<file path="config.mk">
export PLATFORM = sky130hd
export DESIGN_NAME = attr_port
export DESIGN_NICKNAME = d
export VERILOG_FILES = /design/src/rtl/attr_port_pkg.sv /design/src/rtl/attr_phase_fsm.sv /design/src/rtl/attr_index_reg.sv /design/src/rtl/attr_reg_bank.sv /design/src/rtl/attr_read_port.sv /design/src/rtl/attr_port.sv
export SDC_FILE = /design/constraint.sdc
export NUM_CORES = 1
export LEC_CHECK = 0
export ABC_AREA = 1
export BUFFER_PORTS_ARGS = -buffer_cell sky130_fd_sc_hd__buf_4
export CORE_UTILIZATION = 50
export DETAILED_ROUTE_END_ITERATION = 12
export PLACE_DENSITY = 0.75
export SYNTH_ARGS = -nofsm -noshare
export SYNTH_HDL_FRONTEND = slang
export SYNTH_SLANG_ARGS = --single-unit
</file>
<file path="constraint.sdc">
create_clock -name clk -period 4 [get_ports clk]
set_input_delay 0.2 -clock clk [delete_from_list [all_inputs] [get_ports clk]]
set_output_delay 0.2 -clock clk [all_outputs]
set_load 0.005 [all_outputs]
</file>
<file path="src/rtl/attr_port_pkg.sv">
package attr_port_pkg;
    localparam int ADDR_W = 2;

    localparam logic [ADDR_W-1:0] A_SHARED = 2'd0;
    localparam logic [ADDR_W-1:0] A_DATA   = 2'd1;
    localparam logic [ADDR_W-1:0] A_STATUS = 2'd2;

    typedef enum logic {
        PH_INDEX = 1'b0,
        PH_DATA  = 1'b1
    } phase_t;
endpackage

</file>
<file path="src/rtl/attr_phase_fsm.sv">
module attr_phase_fsm
    import attr_port_pkg::*;
(
    input  logic   clk,
    input  logic   rst_n,
    input  logic   shared_wr,
    input  logic   status_rd,
    output phase_t phase,
    output logic   idx_load,
    output logic   data_load
);
    phase_t state_q, state_d;

    // next state: T_CAPTURE, T_STORE, then T_CLEAR overrides
    always_comb begin
        state_d = state_q;
        unique case (state_q)
            PH_INDEX: if (shared_wr) state_d = PH_DATA;   // T_CAPTURE
            PH_DATA:  if (shared_wr) state_d = PH_INDEX;  // T_STORE
            default:  state_d = PH_INDEX;
        endcase
        if (status_rd) state_d = PH_INDEX;                // T_CLEAR
    end

    always_ff @(posedge clk or negedge rst_n) begin
        if (!rst_n) state_q <= PH_INDEX;
        else        state_q <= state_d;
    end

    always_comb begin
        idx_load  = 1'b0;
        data_load = 1'b0;
        unique case (state_q)
            PH_INDEX: idx_load  = shared_wr;
            PH_DATA:  data_load = shared_wr;
            default: ;
        endcase
    end

    assign phase = state_q;
endmodule

</file>
<file path="src/rtl/attr_index_reg.sv">
module attr_index_reg #(
    parameter int IDX_W = 6,
    parameter int EN_BIT = 5
) (
    input  logic             clk,
    input  logic             rst_n,
    input  logic             load,
    input  logic [IDX_W-1:0] din,
    output logic [IDX_W-1:0] idx,
    output logic             disp_en
);
    always_ff @(posedge clk or negedge rst_n) begin
        if (!rst_n)    idx <= '0;
        else if (load) idx <= din;
    end

    assign disp_en = idx[EN_BIT];
endmodule

</file>
<file path="src/rtl/attr_reg_bank.sv">
module attr_reg_bank #(
    parameter int DATA_W   = 8,
    parameter int NUM_REGS = 21,
    parameter int SEL_W    = 5
) (
    input  logic                       clk,
    input  logic                       rst_n,
    input  logic                       we,
    input  logic [SEL_W-1:0]           sel,
    input  logic [DATA_W-1:0]          din,
    output logic [NUM_REGS*DATA_W-1:0] bank_flat,
    output logic [DATA_W-1:0]          sel_q
);
    logic [DATA_W-1:0] regs [NUM_REGS];

    for (genvar k = 0; k < NUM_REGS; k++) begin : g_reg
        always_ff @(posedge clk or negedge rst_n) begin
            if (!rst_n)
                regs[k] <= '0;
            else if (we && (sel == SEL_W'(k)))
                regs[k] <= din;
        end
        assign bank_flat[k*DATA_W +: DATA_W] = regs[k];
    end

    always_comb begin
        sel_q = '0;
        for (int k = 0; k < NUM_REGS; k++)
            if (sel == SEL_W'(k)) sel_q = regs[k];
    end
endmodule

</file>
<file path="src/rtl/attr_read_port.sv">
module attr_read_port
    import attr_port_pkg::*;
#(
    parameter int DATA_W = 8,
    parameter int IDX_W  = 6
) (
    input  logic              clk,
    input  logic              rst_n,
    input  logic              rd_en,
    input  logic [ADDR_W-1:0] rd_addr,
    input  logic [IDX_W-1:0]  idx,
    input  logic [DATA_W-1:0] reg_val,
    input  logic              disp_en,
    input  phase_t            phase,
    output logic [DATA_W-1:0] rd_data,
    output logic              rd_valid
);
    logic [DATA_W-1:0] mux_d;

    always_comb begin
        mux_d = '0;
        unique case (rd_addr)
            A_SHARED: mux_d = DATA_W'(idx);
            A_DATA:   mux_d = reg_val;
            A_STATUS: mux_d = DATA_W'({disp_en, phase == PH_DATA});
            default:  mux_d = '0;
        endcase
    end

    always_ff @(posedge clk or negedge rst_n) begin
        if (!rst_n) begin
            rd_data  <= '0;
            rd_valid <= 1'b0;
        end else begin
            rd_valid <= rd_en;
            if (rd_en) rd_data <= mux_d;
        end
    end
endmodule

</file>
<file path="src/rtl/attr_port.sv">
module attr_port
    import attr_port_pkg::*;
#(
    parameter int DATA_W   = 8,
    parameter int NUM_PAL  = 16,
    parameter int NUM_CTRL = 5,
    parameter int EN_BIT   = 5
) (
    input  logic                                  clk,
    input  logic                                  rst_n,
    input  logic                                  wr_en,
    input  logic [1:0]                            wr_addr,
    input  logic [DATA_W-1:0]                     wr_data,
    input  logic                                  rd_en,
    input  logic [1:0]                            rd_addr,
    output logic [DATA_W-1:0]                     rd_data,
    output logic                                  rd_valid,
    output logic                                  disp_en,
    output logic [(NUM_PAL+NUM_CTRL)*DATA_W-1:0]  reg_bus
);
    localparam int NUM_REGS = NUM_PAL + NUM_CTRL;
    localparam int SEL_W    = EN_BIT;
    localparam int IDX_W    = EN_BIT + 1;

    logic             shared_wr, status_rd, idx_load, data_load, sel_ok;
    phase_t           phase_q;
    logic [IDX_W-1:0] index_q;
    logic [DATA_W-1:0] sel_val;

    assign shared_wr = wr_en && (wr_addr == A_SHARED);
    assign status_rd = rd_en && (rd_addr == A_STATUS);
    assign sel_ok    = index_q[SEL_W-1:0] < SEL_W'(NUM_REGS);

    attr_phase_fsm u_fsm (
        .clk(clk), .rst_n(rst_n),
        .shared_wr(shared_wr), .status_rd(status_rd),
        .phase(phase_q), .idx_load(idx_load), .data_load(data_load)
    );

    attr_index_reg #(.IDX_W(IDX_W), .EN_BIT(EN_BIT)) u_idx (
        .clk(clk), .rst_n(rst_n), .load(idx_load),
        .din(wr_data[IDX_W-1:0]), .idx(index_q), .disp_en(disp_en)
    );

    attr_reg_bank #(.DATA_W(DATA_W), .NUM_REGS(NUM_REGS), .SEL_W(SEL_W)) u_bank (
        .clk(clk), .rst_n(rst_n), .we(data_load && sel_ok),
        .sel(index_q[SEL_W-1:0]), .din(wr_data),
        .bank_flat(reg_bus), .sel_q(sel_val)
    );

    attr_read_port #(.DATA_W(DATA_W), .IDX_W(IDX_W)) u_rd (
        .clk(clk), .rst_n(rst_n), .rd_en(rd_en), .rd_addr(rd_addr),
        .idx(index_q), .reg_val(sel_val), .disp_en(disp_en), .phase(phase_q),
        .rd_data(rd_data), .rd_valid(rd_valid)
    );
endmodule

</file>
Yosys cells after proc, flatten, opt, wreduce, memory -nomap -nowiden:

Cells that the tools add are included.

* muxes and demuxes: 28
* multiply operators: 0
* order comparisons: 1
* bitwise gates (word level): 1
* shift operators: 0
* reduce and logical (&&, ||, !) cells: 27
* divide/modulo/power cells: 0
* add/sub/neg operators: 0
* equality and inequality tests: 22

Operators by type and width (number)
* 8-bit 2-to-1 mux: 21
* 5-bit by 4-bit equality test with 1-bit output (second input constant): 8
* 5-bit equality test (second input constant): 5
* 1-bit logical AND: 24
* 8-bit one-hot mux with 3 select lines: 1
* 5-bit by 3-bit equality test with 1-bit output (second input constant): 4
* 5-bit by 2-bit equality test with 1-bit output (second input constant): 2
* 5-bit by 1-bit equality test with 1-bit output (second input constant): 1
* 5-bit logical NOT: 1
* 5-bit < comparator (second input constant): 1
* 1-bit 2-to-1 mux: 5
* 2-bit logical NOT: 2
* 2-bit by 1-bit equality test with 1-bit output (second input constant): 1
* 2-bit equality test (second input constant): 1
* 1-bit one-hot mux with 2 select lines: 1
* 1-bit inverter: 1

* bits in registers: 184
* RAM bits: 0
* bits in read-only memories: 0
* bits in latches: 0
* output and inout bits: 178
* memories: 0

Longest topological paths before layout:

Gate-level depths: netlist (run 1).

* depth after elaboration: 23
* mapped depth: 22
* depth with buffers taken out: 21

By module:

A second synthesis (run 1) with hierarchy kept.

* cell total of the unflattened synthesis: 1039
* area total of the unflattened synthesis: 8453.1 µm²

By module, submodules not included
* attr_reg_bank: area each 7692.4 µm², cells each 941, times used 1, sequential area each 4204.0 µm²
* attr_read_port: area each 434.2 µm², cells each 59, times used 1, sequential area each 225.2 µm²
* attr_index_reg: area each 229.0 µm², cells each 26, times used 1, sequential area each 150.1 µm²
* attr_phase_fsm: area each 57.6 µm², cells each 5, times used 1, sequential area each 25.0 µm²
* attr_port: area each 40.0 µm², cells each 8, times used 1, sequential area each 0.0 µm²

Worst setup path after synthesis (run 1):

OpenSTA, ideal clock, no wires.

* path type: register -> register
* start point: reg u_idx.idx[4]
* end point: reg u_rd.rd_data[0]
* cell stages (with the launch flop): 18
* setup slack: 1990 ps
* arrival: 1894 ps
* data required time: 3883 ps
* buffers on the path: 0
* cells stage by stage: dfrtp_1 -> inv_4 -> nand3_4 -> nor2_4 -> inv_1 -> or2_2 -> nand2_1 -> nand4_1 -> nor2_1 -> nand4_1 -> nand2_1 -> nand2_1 -> nand2_1 -> nand3_1 -> nand2_1 -> nand2_1 -> nand2_1 -> nand2_1

* cells in the longest elaborated chain, start to end: 23
* elaborated cells on any way between the ends: 43
* classes of those cells: 20 x eq/ne; 22 x mux; 1 x reduce/logical

Ends and longest elaborated chain
* from (decl): line attr_index_reg.sv:9 `output logic [IDX_W-1:0] idx,`
* from (signal assigned): line attr_index_reg.sv:14 `else if (load) idx <= din;`
* 5-bit logical NOT: line attr_reg_bank.sv:29 `if (sel == SEL_W'(k)) sel_q = regs[k];`
* 8-bit 2-to-1 mux (20 in a row): line attr_reg_bank.sv:29
* 8-bit 2-to-1 mux (*): line attr_reg_bank.sv:29
* 8-bit one-hot mux with 3 select lines (*): line attr_read_port.sv:22 `unique case (rd_addr)`
* to (signal assigned): line attr_read_port.sv:36 `if (rd_en) rd_data <= mux_d;`
* to (decl): line attr_read_port.sv:15 `output logic [DATA_W-1:0] rd_data,`

Every way passes the cells marked *; elsewhere a longest branch is shown, timed or not.
A chain may end at the register's enable or synchronous reset.

Final worst setup path (run 1):

* start point: reg u_idx.idx[0]
* end point: reg u_bank.regs, in the netlist u_bank.bank_flat[152]

* cells in the longest elaborated chain, start to end: 3
* elaborated cells on any way between the ends: 4
* classes of those cells: 1 x order compare; 1 x eq/ne; 2 x reduce/logical

Ends and longest elaborated chain
* 5-bit < comparator: line attr_port.sv:32 `assign sel_ok = index_q[SEL_W-1:0] < SEL_W'(NUM_REGS);`
* 1-bit logical AND: line attr_port.sv:46 `.clk(clk), .rst_n(rst_n), .we(data_load && sel_ok),`
* 1-bit logical AND (*): line attr_reg_bank.sv:20 `else if (we && (sel == SEL_W'(k)))`
* to (signal, indexed assignment): line attr_reg_bank.sv:21 `regs[k] <= din;`
* to (decl): line attr_reg_bank.sv:14 `logic [DATA_W-1:0] regs [NUM_REGS];`

Marked as above.

==> results of run 1 <==
-- how the worst min path moves through the flow --
stage	slack, ns	end	from	cells past startpoint
4_1_cts	0.005	u_idx.idx[1]	wr_data[1]	3
3_3_place_gp	0.37	u_bank.bank_flat[98]	rst_n	1
2_1_floorplan	-0.1	u_bank.bank_flat[0]	rst_n	0
5_1_grt	0.03	u_idx.idx[1]	wr_data[1]	3
3_5_place_dp	0.38	u_bank.bank_flat[98]	rst_n	1
6_report	0.007	u_idx.idx[1]	wr_data[1]	3
-- metrics by stage --
stage / cell area (um2) / hold slack [ns] / setup WS, ns
after floorplan: 8350 / -0.0956 / 1.99
after global placement: 9880 / 0.368 / 1.26
after detailed placement: 9880 / 0.378 / 1.16
after CTS: 10500 / 0.00473 / 1.12
after global routing: 10500 / 0.0258 / 0.799
final: 10500 / 0.00701 / 1.09
-- flip-flops by register name, indices dropped and copies added, names as in the netlist --
signal	cells
u_fsm.phase	1
u_rd.rd_data	8
u_idx.idx	6
u_bank.bank_flat	168
u_rd.rd_valid	1
-- logic make-up (layout without fill, tap and decap cells) --
kind of cell / count (synthesis) / count (layout) / synth area share
AO/OA/AOI/OAI: 225 / 225 / 0.136
adder cells (fa/ha/maj): 2 / 2 / 0.00300
buffers and inverters: 113 / 296 / 0.0567
flip-flops: 184 / 184 / 0.552
AND/OR/NAND/NOR: 491 / 491 / 0.253
-- final cells by class --
cell class,count,area [um2],share of cell area
inverter,67,259,0.0247
multi-input combinational,718,3270,0.311
timing repair buffer,198,1510,0.144
clock buffer,25,505,0.0481
clock inverter,6,88.8,0.00846
tap,216,270,0.0257
sequential,184,4600,0.438
-- Yosys cell counts (3+ instances only) --
library cell / n / share of area
a21oi_1: 42 / 0.025
clkbuf_1: 38 / 0.017
dfrtp_1: 184 / 0.55
inv_1: 59 / 0.027
inv_2: 4 / 0.0018
inv_4: 3 / 0.0022
nand2_1: 361 / 0.16
nand3_1: 30 / 0.018
nand4_1: 19 / 0.014
nor2_1: 45 / 0.020
nor2_2: 5 / 0.0037
nor2_4: 6 / 0.0081
nor3_1: 3 / 0.0018
o21ai_0: 179 / 0.11
or2_0: 8 / 0.0060
or2_2: 5 / 0.0037
-- what timing repair did --
action,CTS,global route
endpoints found under the setup margin,0,0
endpoints found under the hold margin,102,0
hold buffers,3,0
-- worst register-to-register path: stages (launching register included) --
cell     delay [ns]
dfrtp_1        0.47
nor2_1         0.26
inv_1          0.17
nor2_1         0.15
o31a_1         0.83
nand2_1        0.56
nand2_1        0.21
o21ai_0        0.10
-- placed cells by master, fill, tap and decap left out, types with 2 or more instances in the layout --
cell type / instances
nand2_1: 361
buf_4: 193
dfrtp_1: 184
o21ai_0: 179
inv_1: 59
nor2_1: 45
a21oi_1: 42
nand3_1: 30
nand4_1: 19
clkbuf_16: 17
or2_0: 8
nor2_4: 6
nor2_2: 5
or2_2: 5
clkbuf_8: 5
inv_2: 4
inv_4: 3
nor3_1: 3
clkbuf_1: 3
dlygate4sd3_1: 3
nor3b_1: 2
nand3_4: 2
ha_1: 2
bufinv_16: 2
clkinvlp_4: 2
-- power groups by stage --
stage	Sequential, uW	Clock, uW	Combinational, uW
2_1_floorplan	2390	0	717
3_3_place_gp	2470	0	1350
3_5_place_dp	2470	0	1380
4_1_cts	2440	1700	1390
5_1_grt	2470	1780	1540
6_report	2450	1710	1400
-- routing by layer --
metal / share of wire / vias to the layer above
met5: 0 / -
met4: 0.023 / 0
met3: 0.087 / 46
met2: 0.46 / 409
met1: 0.43 / 3688
li1: - / 3630
==> results.md, run 1 <==
* Worst skew pair latency at 0.44 ns
* Critical path startpoint: u_idx.idx[0]
* Worst-margin pin slew at 1.04 ns
* N_diodes at 0
* H-tree depth at 4
* Clock root cell: clkbuf_16
* Syn avg cell area at 8.22 um2
* Clock-pin slew on the worst setup and hold paths at 0.07 ns
* Clock sinks at 184
* Worst min path class: input port to flop
* Mapped cell area at 8350 um2
* R2R Setup Slk at 1.09 ns
* Cell Count, Final, Fillers Out at 1414
* Gr usage total at 0.303
* FF+latch count, synth at 184
* Final Max Slew Viols at 0
* Gr ovfl total at 0
* Synth-to-layout area growth at 25.9%
* DPL Wire Length at 17600 um
* Setup TNS at 0 ns
* Outcome: complete, no violations
* Top Usage Layer GRT: met2
* Slowest cell on crit path: o31a_1
* Required time of the worst setup path at 4.29 ns
* Critical path endpoint category: flop
* Post-Syn Nets at 1033
* CP Depth at 7
* WS Path Type: flop to flop
* Ys flop type: dfrtp_1
* Cell count after synthesis at 1015
* Resize count post-CTS at 0
* Fmax at 344 MHz
* Peak supply drop at 0.000342 V
* Met2 usage at 0.452
* Vias in the first global route at 7070
* Antenna viol nets, final at 0
* First-pass DRT Iterations at 6
* Sequential area share after synthesis at 0.552
* Number of port buffers at 193
* CTS max path bufs at 2
* Io pins at 194
* CTS tree: yes
* FP Rows at 46
* Die width at 131 um
* Post-route DRC at 0
* Warnings from Yosys at 0
* Clock Skew at 0.0110 ns
* GR Util met3 at 0.0660
* Die ar. at 17200 um2
* Pwr dens at 528 nW/um2
* R2R cell count at 7
* Final Hold Violating Endpoints at 0
* Die height at 131 um
* RePlAce Congestion at 0.907
* Grt met1 use at 0.433
* Initial core utilization at 0.518
* Max-cap violations at 0
* Overall Power at 5550 uW
* First-pass GRT wire length at 39800 um
* Setup Buffers After CTS at 0
* Clock power frac at 0.307
* Switching share of power at 0.330
* Int Pwr at 3720 uW
* Worst-path maximum fanout at 21
* RSZ-0062 raised after global routing: false
* Fin nets at 1204
* Core ar. at 16100 um2
* Slew headroom at 0.307
* Reg2reg start: u_idx.idx[0]
* Critical Path AT at 3.20 ns
* Setup crit start kind: flop
* CP cell instances: nor2_1, inv_1, nor2_1, o31a_1, nand2_1, nand2_1, o21ai_0
* CP max stage delay at 0.83 ns
* Cell family with most CP delay: simple AND/OR/NAND/NOR gates
* TritonCTS buffer count at 17
* Switch Pwr at 1830 uW
* Post-detailed-routing wire length at 25600 um
* Filler Cells Inserted at 1388
* Buf+Inv Stages, Crit Path at 1
* Share of layout cells above drive strength 1 at 0.210
* Seq pwr share at 0.441
* Tcrit/Tclk final at 0.727
* Iteration-0 DRC Markers at 755
* Comb pwr share at 0.252
* Final setup viols at 0
* Vias post-DR at 7773
* Initial antenna violation count at 0
* Pleak at 0.00516 uW
* Cell variety after synth at 35
* Final min period at 2.91 ns
* Placed insts at 1380
* Ys async rst share at 1.00
* Util after Layout at 0.652
* EDFF count, synth at 0
* Largest net degree at the start of global routing at 102
* DR vias/cell at 5.50
* Routed length per instance at 18.1 um
* CP Capture Point: u_bank.bank_flat[152]
* RR Endpoint: u_bank.bank_flat[152]
No activity file was read; power rests on OpenSTA's default activity.
==> inputs of run 2 (changes only) <==
- ABC_AREA: 1 -> 0
- PLACE_DENSITY: 0.75 -> 0.77
- clock period: 4 -> 2.45 ns (I/O delays scaled with it)
==> run 2 against run 1 <==
Against the previous run: clock-buffer cell count fell by 6; sequential power rose by 76%; combinational power rose to 2.7 times the previous value; critical endpoint is now u_rd.rd_data[4]; largest cell class unchanged.
==> results.md, run 2 <==
* Outcome: complete, no violations
* Final Hold Violating Endpoints at 0 (unchanged)
* Share of layout cells above drive strength 1 at 0.512 (+0.301)
* First-pass GRT wire length at 44100 um (+11%)
* Clock power frac at 0.249 (-0.058)
* Most frequent cells after synthesis: mux2_2, dfrtp_1, clkbuf_1, nand2_1
* Synth-to-layout area growth at 27.2%
* Die width at 136 um (+3.9%)
* Area contributors post-synth: dfrtp_1, mux2_2, mux4_2
* Antenna viol nets, final at 0 (unchanged)
* Ys async rst share at 1.00 (unchanged)
* Leading cell types in the layout, fill and taps excluded: buf_4, mux2_2, dfrtp_1
* WL met1 at 12700 um (+14%)
* Routed length per instance at 25.0 um (+38%)
* Iteration-0 DRC Markers at 809 (+7.2%)
* DR vias/cell at 6.30 (+15%)
* Initial antenna violation count at 0 (unchanged)
* Setup WS pre-CTS at -0.106 ns (-1.27 ns)
* Worst skew pair latency at 0.43 ns (about the same)
* Number of port buffers at 193 (unchanged)
* CTS tree: yes
* Worst-margin pin slew at 0.631 ns (-0.409 ns)
* Vias in the first global route at 7111 (+0.58%)
* Vias post-DR at 7369 (-5.2%)
* Largest net degree at the start of global routing at 61 (-40%)
* N_diodes at 0 (unchanged)
* Int Pwr at 6900 uW (+86%)
* Synth top area share at 0.510 (-0.0415)
* Comb pwr share at 0.349 (+0.097)
* Sequential area share after synthesis at 0.510 (-0.0415)
* Worst min path class: input port to flop
* Slew headroom at 0.579 (+0.273)
* Post-route DRC at 0 (unchanged)
* EDFF count, synth at 0 (unchanged)
* Cell variety after synth at 64 (+83%)
* Ys flop type: dfrtp_1
* Setup crit start kind: flop
* Gr usage total at 0.328 (+0.0256)
* Most frequent cell after synthesis: mux2_2
* Mapped cell area at 9020 um2 (+8.1%)
* CTS max path bufs at 2 (unchanged)
* First-pass DRT Iterations at 6 (unchanged)
* Final setup viols at 0 (unchanged)
* Fin nets at 950 (-21%)
* Setup WS post-layout at 0.0376 ns (-1.05 ns)
* Largest area contributor in the netlist: dfrtp_1
* Cell count after synthesis at 731 (-28%)
* RSZ-0062 raised after global routing: false
* Die height at 136 um (+3.9%)
* H-tree depth at 4 (unchanged)
* Routed wl met3 at 2320 um (+3.7%)
* Top Metal Used: met4
* Post-Syn Nets at 749 (-27%)
* TritonCTS buffer count at 17 (unchanged)
* Clock sinks at 184 (unchanged)
* Peak supply drop at 0.000545 V (+59%)
* CP max stage delay at 0.58 ns (-0.25 ns)
* Initial core utilization at 0.516 (-0.00153)
* Switching share of power at 0.353 (+0.0234)
* Switch Pwr at 3770 uW (+110%)
* DPL Wire Length at 21000 um (+20%)
* Critical path endpoint category: flop
* Cell family with most CP delay: simple AND/OR/NAND/NOR gates
* FF+latch count, synth at 184 (unchanged)
* Clock Skew at 0.00581 ns (-0.00518 ns)
* WL met2 at 13400 um (+14%)
* Required time of the worst setup path at 2.76 ns (-1.53 ns)
* Critical Path AT at 2.72 ns (-0.48 ns)
* Final Max Slew Viols at 0 (unchanged)
* Worst-path maximum fanout at 19 (-9.5%)
* Util after Layout at 0.657 (+0.00506)
* Largest register FFs at 168 (unchanged)
* Clock root cell: clkbuf_16
* RePlAce Congestion at 0.957 (+5.5%)
* Clock-pin slew on the worst setup and hold paths at 0.07 ns (about the same)
* Setup Buffers After CTS at 0 (unchanged)
* Pwr dens at 930 nW/um2 (+76%)
* Die ar. at 18600 um2 (+8.0%)
* WS Path Type: flop to flop
* Commonest non-fill, non-tap cell in the layout: buf_4
* Fmax at 415 MHz (+21%)
* Filler Cells Inserted at 1390 (+0.14%)
* Warnings from Yosys at 0 (unchanged)
* Pleak at 0.00574 uW (+11%)
* Seq pwr share at 0.402 (-0.039)
* FP Rows at 48 (+4.3%)
* Slowest cell on crit path: dfrtp_4
* Final min period at 2.41 ns (-0.495 ns)
* Syn avg cell area at 12.3 um2 (+50%)
* Gr ovfl total at 0 (unchanged)
* Tcrit/Tclk final at 0.985 (+0.258)
* Io pins at 194 (unchanged)
* CP cell instances: buf_4, nand2b_1, o221ai_1, o211ai_1, nor4_2, o31ai_1
* Max-cap violations at 0 (unchanged)
* Overall Power at 10700 uW (+92%)
* Buf+Inv Stages, Crit Path at 1 (unchanged)
* Post-detailed-routing wire length at 29300 um (+14%)
* Core ar. at 17500 um2 (+8.4%)
run 2: final timing paths:
kind	start	to	slack, ns	cells past startpoint
min	rd_addr[0]	u_fsm.phase	0.09	3
min reg2reg	u_bank.bank_flat[119]	u_bank.bank_flat[119]	0.54	1
max reg2reg	u_idx.idx[1]	u_rd.rd_data[4]	0.04	6
min in group asynchronous	rst_n	u_bank.bank_flat[145]	0.17	2
max in group asynchronous	rst_n	u_bank.bank_flat[103]	1.46	3
max	u_idx.idx[1]	u_rd.rd_data[4]	0.04	6
run 2: final cells by class:
class	count	area, um2	share of cell area
sequential	184	4610	0.402
multi-input combinational	474	4110	0.358
timing repair buffer	243	1870	0.163
clock buffer	19	443	0.0386
tap	225	282	0.0245
clock inverter	12	115	0.0100
inverter	12	45.0	0.00392
run 2: repair_timing:
item                                    in CTS  in global routing
gates resized for setup                      1                  2
gates cloned                                 0                  0
hold endpoints to repair                    96                  0
endpoints found under the setup margin       1                  1
hold buffers                                 3                  0
run 2: through the flow:
stage               std cells  hold slack (ns)  setup TNS (ns)  area [um2]
floorplan                 731           -0.173               0        9020
global placement         1135           0.0551          -0.115       10900
detailed placement       1135           0.0565          -0.106       10900
CTS                      1169           0.0661               0       11500
global route             1169           0.0807               0       11500
finish                   1169           0.0899               0       11500
run 2: power by group through the flow:
stage                     clock network, uW  registers (uW)  logic [uW]
final                                  2660            4300        3720
after global routing                   2800            4360        3980
after CTS                              2680            4270        3680
after detailed placement                  0            4320        3650
after global placement                    0            4320        3610
after floorplan                           0            4000        2110
run 2: cell families after synthesis:
logic type | count (synthesis) | share of synthesized area
compound gates | 130 | 0.103
fa+ha+maj | 2 | 0.00277
buf+inv | 73 | 0.0348
flops | 184 | 0.510
mux | 208 | 0.267
simple gates | 134 | 0.0814
run 2: layer usage:
layer  up-vias  global-route usage
li1       3118                   -
met1      3789               0.461
met2       404               0.492
met3        58              0.0694
met4         0               0.137
met5         -                   0
run 2: tightest hold or removal path: stages:
cell,delay [ns]
buf_4,0.15
inv_1,0.13
a31oi_1,0.09
